[src/rtl/seq_moore_pkg.sv]
package seq_moore_pkg;

  localparam int STATE_W = 2;

  // State encoding {A, B}
  typedef enum logic [STATE_W-1:0] {
    S0 = 2'b00,
    S1 = 2'b01,
    S2 = 2'b10,
    S3 = 2'b11
  } seqState_t;

  // Strobes passed from control to datapath
  typedef struct packed {
    logic      clear;
    logic      load;
    seqState_t nextState;
  } ctrlStrobes_t;

endpackage

[src/rtl/seq_moore_ctrl.sv]
module seq_moore_ctrl
  import seq_moore_pkg::*;
(
  input  logic         rst,
  input  logic         xIn,
  input  seqState_t    curState,
  output ctrlStrobes_t strobes
);

  seqState_t target;

  always_comb begin
    unique case (curState)
      S0: target = xIn ? S3 : S0;
      S3: target = xIn ? S2 : S3;
      S2: target = xIn ? S1 : S2;
      S1: target = xIn ? S3 : S0;
      default: target = S0;
    endcase
  end

  always_comb begin
    strobes.clear     = rst;
    strobes.load      = (target != curState);
    strobes.nextState = target;
  end

endmodule

[src/rtl/seq_moore_dp.sv]
module seq_moore_dp
  import seq_moore_pkg::*;
#(
  parameter bit FALL_EDGE = 1'b1
) (
  input  logic         clk,
  input  ctrlStrobes_t strobes,
  output seqState_t    curState
);

  seqState_t stateQ;
  seqState_t stateD;

  always_comb begin
    if (strobes.clear)     stateD = S0;
    else if (strobes.load) stateD = strobes.nextState;
    else                   stateD = stateQ;
  end

  generate
    if (FALL_EDGE) begin : g_fall
      always_ff @(negedge clk) stateQ <= stateD;
    end else begin : g_rise
      always_ff @(posedge clk) stateQ <= stateD;
    end
  endgenerate

  assign curState = stateQ;

endmodule

[src/rtl/seq_moore_fsm.sv]
module seq_moore_fsm
  import seq_moore_pkg::*;
#(
  parameter bit FALL_EDGE = 1'b1
) (
  input  logic         clk,
  input  logic         rst,
  input  logic         xIn,
  output logic         zOut,
  output logic [1:0]   stateOut
);

  seqState_t    curState;
  ctrlStrobes_t strobes;

  seq_moore_ctrl uCtrl (
    .rst      (rst),
    .xIn      (xIn),
    .curState (curState),
    .strobes  (strobes)
  );

  seq_moore_dp #(.FALL_EDGE(FALL_EDGE)) uDp (
    .clk      (clk),
    .strobes  (strobes),
    .curState (curState)
  );

  assign stateOut = curState;
  assign zOut     = curState[0];

endmodule

[config.mk]
export PLATFORM = sky130hd
export DESIGN_NAME = seq_moore_fsm
export DESIGN_NICKNAME = d
export VERILOG_FILES = /design/src/rtl/seq_moore_pkg.sv /design/src/rtl/seq_moore_ctrl.sv /design/src/rtl/seq_moore_dp.sv /design/src/rtl/seq_moore_fsm.sv
export SDC_FILE = /design/constraint.sdc
export NUM_CORES = 1
export LEC_CHECK = 0
export BUFFER_PORTS_ARGS = -buffer_cell sky130_fd_sc_hd__buf_4
export CAP_MARGIN = 10
export CORE_AREA = 4 4 41 43
export CTS_CLUSTER_SIZE = 12
export DETAILED_ROUTE_END_ITERATION = 6
export DIE_AREA = 0 0 45 47
export GPL_TIMING_DRIVEN = 0
export MAX_ROUTING_LAYER = met4
export PLACE_DENSITY_LB_ADDON = 0.08
export SLEW_MARGIN = 20
export SYNTH_ARGS = -nofsm -noshare
export SYNTH_HDL_FRONTEND = slang
export SYNTH_SLANG_ARGS = --single-unit
[constraint.sdc]
create_clock -name clk -period 0.91 [get_ports clk]
set_input_delay 0.0455 -clock clk [delete_from_list [all_inputs] [get_ports clk]]
set_output_delay 0.0455 -clock clk [all_outputs]
set_load 0.05 [all_outputs]
==> summary by stage <==
Run status
The run finished, with violations left. The checks that failed: negative setup slack.

Placement
Timing analysis after detailed placement gives a worst setup slack of -0.216 ns. The number of I/O port buffers is 5. Once detailed placement completed, the half-perimeter wirelength came to 186 um. The area after detailed placement is 171 um^2. Routability-driven placement finished with a final weighted congestion of 0.559.

The total instance count after detailed placement is 30.

Layout
In the final layout, the multi-input gates occupy 48.8 um^2. The final design utilization is 0.175. The library cell used most frequently in the layout, excluding fill and tap cells, is sky130_fd_sc_hd__buf_4. The total number of nets in the final design is 26.

The top cell types in the final layout, fill and taps aside, are sky130_fd_sc_hd__buf_4 (5), sky130_fd_sc_hd__buf_8 (3), sky130_fd_sc_hd__clkbuf_4 (3). The final instance area is 228 um^2. The footprint of the flip-flops and latches is 47.5 um^2.

The post-layout instance count excluding filler cells is 36. The fraction of final layout cells sized beyond drive strength 1 is 0.714. The number of flip-flops in the largest register is 2.

The number of diodes added for antenna fixing is 0. The number of fillers in the final layout is 160. Compared with the post-synthesis result, the final layout area differs by 127%.

Synth
The number of different library cells used by synthesis comes to 9. The post-synthesis instance area is 100 um^2. In the synthesized netlist, the number of instances is 10. The number of synthesized register bits is 2. The number of nets produced by synthesis is 13. The number of warnings issued by yosys is 0.

Of the synthesized area, sequential elements account for 0.400. Each instance of the synthesized netlist takes up on average 10.0 um^2.

Worst setup path
The largest fanout on the critical path is 3. The required time of the critical path is 0.86 ns. Data arrives at the worst endpoint at 1.33 ns. The largest stage delay on the critical path is 0.34 ns.

The critical setup path kind is flop to output port. Walking the worst path, the cells encountered are buf_8 -> buf_8. The cell with the largest stage delay on the worst path is sky130_fd_sc_hd__dfxtp_4. By instance count, the cell type seen most on the critical path is sky130_fd_sc_hd__buf_8.

On the critical path the largest part of the delay comes from flip-flops. STA classifies the critical path startpoint as a flop. Together, buffers and inverters on the worst path number 2.

The endpoint class of the critical path is an output port.

Flow run
Max-cap violations in this run came to 0.

Detailed routing
The detail-routed net length per standard cell is 7.31 um. For this run, the detailed router's first-pass iteration total came to 1. After the first detailed-routing iteration, the DRC count stood at 0.

Across all layers, the routed design uses 111 vias. The wire length reported by the detailed router is 263 um. The count of nets left with antenna violations once routing finished came out at 0. For this run, design rule violations remaining after detail routing come to 0. The via count normalized by instance count is 3.08.

CTS
The maximum root-to-sink buffer count is 2. The CTS root buffer is sky130_fd_sc_hd__clkbuf_4. Clock latency on the worst-skew pair, taken at its later pin, is 0.28 ns. The count of clock tree sinks is 2. The clock-pin slew on the worst setup and hold paths is 0.03 ns. TritonCTS built the clock tree.

The quantity of hold-fixing buffers added after cts is 0. The total number of H-tree levels is 1. The number of clock buffers added by TritonCTS is 3.

Die
The die width is 45 um. The die covers 2120 um^2. Measured along the y axis, the die boundary spans 47 um. In this run the count of I/O pins placed on the die edge is 6. The initial utilization of the core area, before any placement, comes to 0.0769. In this run the standard cell core region covers 1300 um^2. The number of rows created at floorplan is 13.

Global routing
The first global-routing pass estimated 379 um of wire. Entering global routing, the biggest net connects 5 pins. The number of global-route vias before repair is 127.

The total overflow left after global routing is 0. The global router's overall resource usage is 0.0366. The number of antenna violations at the first check in global routing came to 0.

Timing
Setup repair after global routing could not meet its margin everywhere. Measured against its own limit, the worst slew margin works out to 0.903. The count of final max-slew check failures was 0. The final setup violation count is 3. The slew of the pin with the lowest slew margin is 0.146 ns. The final critical-path setup slack is -0.464 ns.

The clock skew is 0.00875 ns. The hold violation total from the final report is 0.

Min path
The class of the worst hold path is input port to flop.

Pwr
The leakage power is 0.111 nW. Overall power consumption after layout is estimated at 0.436 mW. Dividing total power by cell area gives a power density of 1910 nW/um^2. The largest voltage drop on the vdd net is 0.000316 V.
-- worst paths after layout --
kind,from,end,slack [ns],depth (start not counted)
max,uDp.curState[0],stateOut[0],-0.46,2
min,rst,uDp.curState[0],0.38,2
max reg2reg,uDp.curState[0],uDp.curState[1],0.06,3
min reg2reg,uDp.curState[1],uDp.curState[1],0.62,3
-- worst register-to-register path: stages (launching register included) --
cell and delay, ns:
sky130_fd_sc_hd__dfxtp_4 0.35, sky130_fd_sc_hd__buf_4 0.11, sky130_fd_sc_hd__and3b_1 0.17, sky130_fd_sc_hd__nor3_2 0.13
-- where the power goes --
part / switching (mW) / internal, mW
Combinational: 0.0521 / 0.0498
Sequential: 0.00610 / 0.0941
Clock: 0.0753 / 0.159
-- cell usage after synthesis --
library cell / number / area [um^2]
sky130_fd_sc_hd__a21oi_2: 1 / 8.76
sky130_fd_sc_hd__a21bo_1: 1 / 10.0
sky130_fd_sc_hd__inv_1: 1 / 3.75
sky130_fd_sc_hd__nor2_1: 1 / 3.75
sky130_fd_sc_hd__and3b_1: 1 / 8.76
sky130_fd_sc_hd__dfxtp_1: 2 / 40.0
sky130_fd_sc_hd__nand3b_1: 1 / 7.51
sky130_fd_sc_hd__buf_4: 1 / 7.51
sky130_fd_sc_hd__nor3_2: 1 / 10.0
-- through the flow --
| stage | setup TNS (ns) | hold slack, ns |
|---|---|---|
| 2_1_floorplan | -0.240 | 0.554 |
| 3_3_place_gp | -0.692 | 0.529 |
| 3_5_place_dp | -0.663 | 0.523 |
| 4_1_cts | -1.26 | 0.369 |
| 5_1_grt | -1.33 | 0.359 |
| 6_report | -1.22 | 0.376 |
-- routing by layer --
layer	GRT usage	vias up	wire length [um]
met5	-	-	0
met4	0.0819	0	0
met3	0.0460	0	35
met2	0.0395	3	162
met1	0.0113	52	66
li1	-	56	-
-- final cells by class --
type | count | share of cell area
clock buffers | 3 | 0.0989
flip-flops and latches | 2 | 0.209
plain buffers | 1 | 0.0659
clock inverters | 2 | 0.0330
repair buffers | 7 | 0.297
multi-input cells | 6 | 0.214
well taps | 15 | 0.0824
-- cell families (layout without fill, tap and decap cells) --
logic type,after synthesis,count (layout),share of synthesized area
compound gates,2,2,0.188
buf+inv,2,13,0.112
flops,2,2,0.400
simple gates,4,4,0.300
-- timing repair --
action | CTS | global route
setup buffers | 2 | 0
setup endpoints to repair | 3 | 3
resized for setup | 4 | 0
(Power assumes the default switching activity.)
